==> config.mk <==
export PLATFORM = sky130hd
export DESIGN_NAME = cpu_boot_watch
export DESIGN_NICKNAME = d
export VERILOG_FILES = /design/src/rtl/cpu_boot_watch_pkg.sv /design/src/rtl/cbw_window.sv /design/src/rtl/cbw_alert_pin.sv /design/src/rtl/cbw_msg_req.sv /design/src/rtl/cpu_boot_watch.sv
export SDC_FILE = /design/constraint.sdc
export NUM_CORES = 1
export LEC_CHECK = 0
export ABC_AREA = 1
export BUFFER_PORTS_ARGS = -buffer_cell sky130_fd_sc_hd__clkbuf_2
export CORE_ASPECT_RATIO = 0.9
export CORE_MARGIN = 5
export CORE_UTILIZATION = 25
export DETAILED_ROUTE_END_ITERATION = 10
export MAX_ROUTING_LAYER = met4
export PLACE_DENSITY = 0.39
export SYNTH_ARGS = -nofsm -noshare
export SYNTH_HDL_FRONTEND = slang
export SYNTH_SLANG_ARGS = --single-unit
==> constraint.sdc <==
create_clock -name clk -period 1.5 [get_ports clk]
set_clock_uncertainty 0.05 [all_clocks]
set_input_delay 0.075 -clock clk [delete_from_list [all_inputs] [get_ports clk]]
set_output_delay 0.075 -clock clk [all_outputs]
set_load 0.005 [all_outputs]
==> src/rtl/cpu_boot_watch_pkg.sv <==
package cpu_boot_watch_pkg;

    localparam int LIM_W = 16;

    typedef enum logic [1:0] {
        MON_IDLE   = 2'd0,
        MON_WAIT   = 2'd1,
        MON_PASSED = 2'd2,
        MON_FAILED = 2'd3
    } mon_state_e;

    typedef struct packed {
        logic [LIM_W-1:0] limit;
        logic             pulse_en;
        logic             blink_en;
        logic             msg_en;
    } mon_cfg_t;

    // True on the last cycle of the detection window.
    function automatic logic window_end(input logic [LIM_W-1:0] cnt,
                                        input logic [LIM_W-1:0] lim);
        return cnt == lim;
    endfunction

endpackage

==> src/rtl/cbw_window.sv <==
module cbw_window
    import cpu_boot_watch_pkg::*;
(
    input  logic       clk,
    input  logic       rst,
    input  logic       cpu_release,
    input  logic       fetch_stb,
    input  mon_cfg_t   cfg_in,
    output mon_state_e state,
    output mon_cfg_t   cfg_q,
    output logic       fail_ev
);

    logic [LIM_W-1:0] cnt;

    assign fail_ev = (state == MON_WAIT) && !fetch_stb && window_end(cnt, cfg_q.limit);

    always_ff @(posedge clk) begin
        if (rst) begin
            state <= MON_IDLE;
            cnt   <= '0;
            cfg_q <= '0;
        end else begin
            case (state)
                MON_IDLE: begin
                    if (cpu_release) begin
                        state <= MON_WAIT;
                        cnt   <= '0;
                        cfg_q <= cfg_in;
                    end
                end
                MON_WAIT: begin
                    if (fetch_stb)
                        state <= MON_PASSED;
                    else if (fail_ev)
                        state <= MON_FAILED;
                    else
                        cnt <= cnt + 1'b1;
                end
                default: ;
            endcase
        end
    end

    p_fail_sticky_r5: assert property (@(posedge clk) disable iff (rst)
        (state == MON_FAILED) |=> (state == MON_FAILED));

    p_pass_sticky_r5: assert property (@(posedge clk) disable iff (rst)
        (state == MON_PASSED) |=> (state == MON_PASSED));

    p_no_early_fail_r3: assert property (@(posedge clk) disable iff (rst)
        (state == MON_WAIT && cnt != cfg_q.limit) |=> (state != MON_FAILED));

    p_fetch_wins_r2: assert property (@(posedge clk) disable iff (rst)
        (state == MON_WAIT && fetch_stb) |=> (state == MON_PASSED));

    p_cfg_frozen_r4: assert property (@(posedge clk) disable iff (rst)
        (state != MON_IDLE) |=> $stable(cfg_q));

endmodule

==> src/rtl/cbw_alert_pin.sv <==
module cbw_alert_pin #(
    parameter int PULSE_W    = 8,
    parameter int BLINK_HALF = 16
) (
    input  logic clk,
    input  logic rst,
    input  logic fail_ev,
    input  logic pulse_en,
    input  logic blink_en,
    output logic pin
);

    localparam int SPAN = (PULSE_W > BLINK_HALF) ? PULSE_W : BLINK_HALF;
    localparam int CW   = $clog2(SPAN + 1);
    localparam logic [CW-1:0] PULSE_LAST = CW'(PULSE_W - 1);
    localparam logic [CW-1:0] HALF_LAST  = CW'(BLINK_HALF - 1);

    logic [CW-1:0] pcnt;
    logic          active;
    logic          blink_mode;

    always_ff @(posedge clk) begin
        if (rst) begin
            pin        <= 1'b0;
            pcnt       <= '0;
            active     <= 1'b0;
            blink_mode <= 1'b0;
        end else if (fail_ev && pulse_en) begin
            pin        <= 1'b1;
            pcnt       <= '0;
            active     <= 1'b1;
            blink_mode <= blink_en;
        end else if (active) begin
            if (blink_mode) begin
                if (pcnt == HALF_LAST) begin
                    pin  <= ~pin;
                    pcnt <= '0;
                end else begin
                    pcnt <= pcnt + 1'b1;
                end
            end else begin
                if (pcnt == PULSE_LAST) begin
                    pin    <= 1'b0;
                    active <= 1'b0;
                end else begin
                    pcnt <= pcnt + 1'b1;
                end
            end
        end
    end

    p_pin_off_r8: assert property (@(posedge clk) disable iff (rst)
        (!pulse_en) |-> (!pin));

    p_pin_starts_on_fail_r6: assert property (@(posedge clk) disable iff (rst)
        $rose(pin) |-> ($past(fail_ev) || $past(blink_mode)));

    p_pulse_ends_r6: assert property (@(posedge clk) disable iff (rst)
        (!active && !fail_ev) |=> !pin);

endmodule

==> src/rtl/cbw_msg_req.sv <==
module cbw_msg_req (
    input  logic clk,
    input  logic rst,
    input  logic fail_ev,
    input  logic msg_en,
    input  logic msg_ack,
    output logic req
);

    always_ff @(posedge clk) begin
        if (rst)
            req <= 1'b0;
        else if (fail_ev && msg_en)
            req <= 1'b1;
        else if (req && msg_ack)
            req <= 1'b0;
    end

    p_req_hold_r9: assert property (@(posedge clk) disable iff (rst)
        (req && !msg_ack) |=> req);

    p_req_drop_r9: assert property (@(posedge clk) disable iff (rst)
        (req && msg_ack) |=> !req);

    p_req_cause_r10: assert property (@(posedge clk) disable iff (rst)
        $rose(req) |-> ($past(fail_ev) && $past(msg_en)));

endmodule

==> src/rtl/cpu_boot_watch.sv <==
module cpu_boot_watch
    import cpu_boot_watch_pkg::*;
#(
    parameter int PULSE_W    = 8,
    parameter int BLINK_HALF = 16
) (
    input  logic             clk,
    input  logic             rst,
    input  logic             cpu_release,
    input  logic             fetch_stb,
    input  logic             cfg_pulse_en,
    input  logic             cfg_blink_en,
    input  logic             cfg_msg_en,
    input  logic [LIM_W-1:0] cfg_limit,
    input  logic             msg_ack,
    output logic             alert_pin,
    output logic             msg_req,
    output logic             fail_flag
);

    mon_cfg_t   cfg_in;
    mon_cfg_t   cfg_q;
    mon_state_e state;
    logic       fail_ev;

    always_comb begin
        cfg_in.limit    = cfg_limit;
        cfg_in.pulse_en = cfg_pulse_en;
        cfg_in.blink_en = cfg_blink_en;
        cfg_in.msg_en   = cfg_msg_en;
    end

    cbw_window u_window (
        .clk         (clk),
        .rst         (rst),
        .cpu_release (cpu_release),
        .fetch_stb   (fetch_stb),
        .cfg_in      (cfg_in),
        .state       (state),
        .cfg_q       (cfg_q),
        .fail_ev     (fail_ev)
    );

    cbw_alert_pin #(
        .PULSE_W    (PULSE_W),
        .BLINK_HALF (BLINK_HALF)
    ) u_pin (
        .clk      (clk),
        .rst      (rst),
        .fail_ev  (fail_ev),
        .pulse_en (cfg_q.pulse_en),
        .blink_en (cfg_q.blink_en),
        .pin      (alert_pin)
    );

    cbw_msg_req u_msg (
        .clk     (clk),
        .rst     (rst),
        .fail_ev (fail_ev),
        .msg_en  (cfg_q.msg_en),
        .msg_ack (msg_ack),
        .req     (msg_req)
    );

    assign fail_flag = (state == MON_FAILED);

    p_req_with_fail_r9: assert property (@(posedge clk) disable iff (rst)
        msg_req |-> fail_flag);

    p_idle_quiet_r1: assert property (@(posedge clk) disable iff (rst)
        (state == MON_IDLE) |-> (!fail_flag && !alert_pin && !msg_req));

endmodule

==> results.tsv, run 1 <==
metric	value	unit
top cells by area, synth	dfxtp_1 37%, nand2_1 18%, nor2_1 8.5%, inv_1 6.4%, a21oi_1 5.2%	
max incr delay on CP	380	ps
PD cells	779	mW/mm^2
routability cong.	0.861	
largest family of logic cells by synthesized area	simple AND/OR/NAND/NOR gates	
Post-Layout Cell Count	627	
post-synthesis xor/xnor area fraction	1.74	%
die area	0.0122	mm^2
grt ovf	0	
synth warn	0	
max-slew violation total from the final report	0	
Seq cells post-synth	46	
failing checks	negative setup slack	
Top FF cell, synth	dfxtp_1	
H-tree levels	2	
commonest cells in the netlist	118 x nand2_1, 57 x nor2_1, 46 x dfxtp_1	
switching pwr	0.910	mW
routed wl met2	3560	um
clock buffer count from CTS	5	
Setup CP Type	flop to flop	
fin nets	526	
slowest cell on the critical path	dfxtp_4	
worst vdd ir	0.386	mV
post-layout min period	1620	ps
Clk pwr share	32.2	%
vias per inst	4.40	
# fillers	1023	
CP startpoint	u_window.cnt[1]$_SDFFE_PP0P_	
initial antenna violation count	0	
static leakage power	1.57	nW
first-pass GRT wire length	12600	um
count of input and output buffers	26	
EDFF count, synth	0	
Syn Area/Cell	6.38	um^2
routed length per placed instance	12.4	um
Simple-Gate Fraction of Synth Area	36.8	%
clk sinks	46	
I/O pin count	27	
Core ar.	0.00974	mm^2
Hold Path End	u_window.cfg_q[3]$_SDFFE_PP0P_	
worst rel slew slack	78.4	%
sequential-to-total area share from yosys stat	36.5	%
layout cell share with drive strength beyond 1	39.9	%
data required time of the worst path	1640	ps
DP Wirelength	5680	um
WL met1	3970	um
worst-skew pair later-pin latency	300	ps
Placed Instances	601	
final WL	7790	um
DRC	0	
site row count	34	
type of the worst min-delay path	input pin to flop	
most common cell in the netlist	nand2_1	
GR Util All Layers	13.1	%
Cell Area, Synth	0.00252	mm^2
# Max-Cap Violations	0	
Worst Setup Slack, final	-124	ps
sequential standard cell area	961	um^2
crit path max fanout	8	
Worst Tran Pin Value	323	ps
Pre-antenna DRT Iters	4	
Pint	2.08	mW
combinational share of power	23.1	%
Hold Crit Start	cfg_limit[0]	
Synth async-reset ratio	0	%
clk root buf	clkbuf_8	
mux contribution to synthesized area	0	%
multi-input logic area	0.00160	mm^2
Crit Reg-Reg Startpoint	u_window.cnt[1]$_SDFFE_PP0P_	
share of the synthesized area in the top cell type	36.5	%
area share of fa/ha/maj cells after synthesis	0.993	%
pin count of the biggest net entering global routing	30	
CP Cell Sequence	inv_1 -> nand2_1 -> nand2_1 -> nor2_4 -> nand2_2 -> nor2_4 -> nand3_4 -> clkbuf_16 -> nand3_2 -> a21oi_2	
initial cell density of the core	25.9	%
Yosys cell types	27	
CTS tree	built	
metal3 WL	190	um
Arrival @ worst endpoint	1770	ps
Clock transition at path regs	100	ps
Clock Path Buffers	2	
r2r endpoint	u_window.cnt[3]$_SDFFE_PP0P_	
Net Count, Synth	421	
Chip Height	105	um
number of nets still failing antenna checks after routing	0	
Reg power frac	44.7	%
Final Setup Violations	23	
total power	2.99	mW
Post-Syn Instances	395	
switch share	30.4	%
R2R Setup Slk	-120	ps
Fin. Hold Viols	0	
max layer used	met4	
routed via count	2757	
vias in the first global route	2696	
post-synthesis compound-gate area fraction	14.9	%
synthesis-to-layout area growth	52.3	%
Die W	116	um
CP endpoint kind	flop	
Peak Freq	616	MHz
Startpoint Class	flop	
diode count	0	
status	finished, violations left	
final worst-path cycle share	108	%
Worst R2R Path Depth	10	
post-synth top area cell	dfxtp_1	
hold depth	3	
first-iteration detailed-routing DRC count	168	
unrepaired setup endpoints after global routing	true	
==> flip-flops by register name (all words and copies together), names as in the netlist <==
register	cells
u_window.cfg_q	19
u_window.cnt	16
u_pin.pcnt	5
u_window.state	2
u_msg.req	1
u_pin.active	1
u_pin.blink_mode	1
u_pin.pin	1
==> layer usage <==
| metal | vias to the layer above | global-route usage (%) |
|---|---|---|
| met3 | 6 | 1.95 |
| met2 | 40 | 20.5 |
| met4 | 0 | 3.40 |
| li1 | 1468 | - |
| met1 | 1243 | 17.7 |
| met5 | - | - |
==> placed cells by master (no fill, tap or decap), types with 13 or more instances in the layout <==
cell type,netlist,final
a21oi_1,26,24
nand2_2,1,13
nor2_2,3,14
inv_1,43,34
nor2_1,57,42
buf_4,0,65
nand2_1,118,106
dfxtp_1,46,26
o21ai_0,24,24
dfxtp_2,0,14
clkbuf_2,0,26
==> power by group through the flow <==
stage               Combinational, mW  Sequential, mW  Clock [mW]
finish                          0.692            1.34       0.961
global route                    0.761            1.35        1.04
CTS                             0.625            1.34        1.01
detailed placement              0.563            1.36           0
global placement                0.562            1.36           0
floorplan                       0.330            1.35           0
==> per-stage QoR <==
stage          TNS, ps  hold WS (ps)  util [%]  setup slack (ps)  instance area [um^2]
4_1_cts          -1340          8.41      37.3              -105                  3630
3_5_place_dp     -4430           282      33.6              -237                  3270
2_1_floorplan    -5.31           188         -             -5.31                  2530
6_report         -2010          13.8      39.4              -124                  3840
3_3_place_gp     -3590           275      33.6              -183                  3270
5_1_grt          -4050          25.6      39.4              -202                  3840
==> critical path, delay by kind of cell, from the launching register on <==
family	cells	cell delay, ps
AO/OA/AOI/OAI	1	50
buffers and inverters	2	270
flip-flops	1	380
AND/OR/NAND/NOR	7	740
==> how the worst max path moves through the flow <==
stage | end | slack (ps)
after floorplan | u_window.cnt[8]$_SDFFE_PP0P_ | -5
after global placement | u_pin.pcnt[3]$_SDFFE_PP0P_ | -180
after detailed placement | u_pin.pcnt[3]$_SDFFE_PP0P_ | -240
after CTS | u_pin.pcnt[3]$_SDFFE_PP0P_ | -100
after global routing | u_window.cnt[15]$_SDFFE_PP0P_ | -200
final | u_window.cnt[3]$_SDFFE_PP0P_ | -120
==> repair_timing <==
action / 4_1_cts / 5_1_grt
setup buffers: 2 / 2
resized for setup: 36 / 55
pin swaps: 9 / 27
cloned: 0 / 2
setup endpoints to repair: 24 / 27
hold buffers: 12 / 0
endpoints found under the hold margin: 12 / 0
==> layout make-up <==
type	count	share of cell area (%)
Inverter	46	4.50
Multi-Input combinational cell	293	41.8
Clock buffer	6	1.89
Clock inverter	2	0.978
Timing Repair Buffer	108	21.7
Sequential cell	46	25.0
Tap cell	126	4.11
==> cell families after synthesis <==
logic type      count (synthesis)
simple gates                  220
compound gates                 65
buf+inv                        57
flops                          46
xor+xnor                        5
fa+ha+maj                       2
No activity file was read; power rests on OpenSTA's default activity.
==> inputs of run 2 (changes only) <==
- CTS_BUF_LIST: not set -> sky130_fd_sc_hd__clkbuf_2 sky130_fd_sc_hd__clkbuf_4 sky130_fd_sc_hd__clkbuf_8
==> run 2 against run 1 <==
Against the previous run:
- the flow still finishes with violations (negative setup slack)
- die area is the same
- sequential share of layout area up 0.17 points
- combinational power decreased by 0.9%
- count of clock-buffer cells in the layout did not move
- largest power group unchanged
- largest cell class unchanged
- wire length down 0.51%
==> results.tsv, run 2 (synthesized netlist as in run 1, its figures left out) <==
metric	value	unit	change
status	finished, violations left		unchanged
failing checks	negative setup slack		unchanged
I/O pin count	27		unchanged
Worst Setup Slack, final	-130	ps	was -124 ps
Clock Path Buffers	2		unchanged
routed length per placed instance	12.4	um	about the same
vias in the first global route	2696		unchanged
first-iteration detailed-routing DRC count	170		was 168
vias per inst	4.39		was 4.40
Crit Reg-Reg Startpoint	u_window.cnt[1]$_SDFFE_PP0P_		unchanged
hold depth	3		unchanged
R2R Setup Slk	-130	ps	was -120 ps
synthesis-to-layout area growth	51.2	%	was 52.3%
most frequent cells in the layout	107 x nand2_1, 65 x buf_4, 42 x nor2_1, 34 x inv_1		was 106 x nand2_1, 65 x buf_4, 42 x nor2_1, 34 x inv_1
diode count	0		unchanged
type of the worst min-delay path	input pin to flop		unchanged
Setup CP Type	flop to flop		unchanged
final worst-path cycle share	109	%	was 108%
GR Util All Layers	13.1	%	unchanged
worst-skew pair later-pin latency	300	ps	about the same
Final Setup Violations	23		unchanged
count of input and output buffers	26		unchanged
final WL	7750	um	was 7790 um
commonest non-fill, non-tap cell in the layout	nand2_1		unchanged
Core ar.	0.00974	mm^2	unchanged
number of nets still failing antenna checks after routing	0		unchanged
multi-input logic area	0.00157	mm^2	was 0.00160 mm^2
post-layout min period	1630	ps	was 1620 ps
Pre-antenna DRT Iters	4		unchanged
initial cell density of the core	25.9	%	unchanged
site row count	34		unchanged
Hold Path End	u_window.cfg_q[3]$_SDFFE_PP0P_		unchanged
layout cell share with drive strength beyond 1	39.1	%	was 39.9%
Largest regs	u_window.cfg_q x19, u_window.cnt x16, u_pin.pcnt x5		unchanged
pin count of the biggest net entering global routing	30		unchanged
routed via count	2753		was 2,757
Worst R2R Path Depth	10		unchanged
Die W	116	um	unchanged
CP endpoint kind	flop		unchanged
# Max-Cap Violations	0		unchanged
Clock transition at path regs	90	ps	was 100 ps
Largest register FFs	19		unchanged
Arrival @ worst endpoint	1770	ps	about the same
DRC	0		unchanged
unrepaired setup endpoints after global routing	true		unchanged
largest register by flop count	u_window.cfg_q		unchanged
PD cells	788	mW/mm^2	was 779 mW/mm^2
Worst Tran Pin Value	322	ps	was 323 ps
clk root buf	clkbuf_8		unchanged
r2r endpoint	u_window.cnt[12]$_SDFFE_PP0P_		was u_window.cnt[3]$_SDFFE_PP0P_
fin nets	526		unchanged
Fin. Hold Viols	0		unchanged
max-slew violation total from the final report	0		unchanged
crit path max fanout	8		unchanged
worst vdd ir	0.390	mV	was 0.386 mV
Min Hold Slack	14.7	ps	was 13.8 ps
sequential standard cell area	961	um^2	unchanged
routability cong.	0.861		unchanged
clock buffer count from CTS	5		unchanged
CTS tree	built		unchanged
Startpoint Class	flop		unchanged
# fillers	1027		was 1,023
static leakage power	1.57	nW	about the same
die area	0.0122	mm^2	unchanged
Hold Crit Start	cfg_limit[0]		unchanged
Peak Freq	614	MHz	was 616 MHz
first-pass GRT wire length	12600	um	unchanged
Chip Height	105	um	unchanged
H-tree levels	2		unchanged
data required time of the worst path	1640	ps	about the same
DP Wirelength	5680	um	unchanged
pre-CTS setup slack	-237	ps	unchanged
worst rel slew slack	78.4	%	about the same
clk sinks	46		unchanged
grt ovf	0		unchanged
initial antenna violation count	0		unchanged
[run 2: worst max path at each step]
stage | start | end | slack, ps | depth (start not counted)
after global routing | u_window.cnt[6]$_SDFFE_PP0P_ | u_window.cnt[9]$_SDFFE_PP0P_ | -190 | 10
after CTS | u_window.cnt[11]$_SDFFE_PP0P_ | u_pin.pcnt[3]$_SDFFE_PP0P_ | -110 | 9
after global placement | u_window.cnt[0]$_SDFFE_PP0P_ | u_pin.pcnt[3]$_SDFFE_PP0P_ | -180 | 9
final | u_window.cnt[1]$_SDFFE_PP0P_ | u_window.cnt[12]$_SDFFE_PP0P_ | -130 | 10
after detailed placement | u_window.cnt[0]$_SDFFE_PP0P_ | u_pin.pcnt[3]$_SDFFE_PP0P_ | -240 | 9
after floorplan | u_window.cnt[0]$_SDFFE_PP0P_ | u_window.cnt[8]$_SDFFE_PP0P_ | -5 | 8
[run 2: routing by layer]
metal / GRT usage (%) / vias up / routed length [um]
met4: 3.40 / 0 / 87
li1: - / 1467 / -
met3: 1.95 / 7 / 174
met1: 17.7 / 1243 / 3950
met5: - / - / 0
met2: 20.5 / 36 / 3540
[run 2: critical path: stages (launching register included)]
cell       delay, ps
dfxtp_4          380
inv_1             40
nand2_1           50
nand2_1           70
nor2_4           140
nand2_2           80
nor2_4           160
nand3_4          180
clkbuf_16        230
nand3_2           70
a21oi_2           50
[run 2: layout make-up]
cell class	count	share of cell area [%]
inverters	46	4.53
well taps	126	4.14
repair buffers	108	21.9
clock inverters	2	0.985
flip-flops and latches	46	25.2
clock buffers	6	2.00
multi-input cells	293	41.3
[run 2: per-stage QoR]
| stage | TNS (ps) | std cells | power [mW] | area [um^2] | util [%] |
|---|---|---|---|---|---|
| after floorplan | -5.31 | 395 | 1.68 | 2530 | - |
| after global placement | -3590 | 601 | 1.93 | 3270 | 33.6 |
| after detailed placement | -4430 | 601 | 1.93 | 3270 | 33.6 |
| after CTS | -1340 | 623 | 2.99 | 3630 | 37.3 |
| after global routing | -3970 | 627 | 3.16 | 3810 | 39.1 |
| final | -2050 | 627 | 3.01 | 3810 | 39.1 |
[run 2: timing repair]
action,CTS,global route
resized for setup,36,50
setup buffers,2,2
hold buffers,12,0
endpoints found under the setup margin,24,27
hold endpoints to repair,12,0
pin swaps,9,24
gates cloned,0,2
[run 2: where the power goes]
group / total [mW] / switching [mW] / internal (mW) / leakage (nW)
sequential: 1.34 / 0.0473 / 1.29 / 0.386
combinational: 0.686 / 0.394 / 0.292 / 1.13
clock: 0.984 / 0.467 / 0.517 / 0.0548
total: 3.01 / 0.909 / 2.10 / 1.57
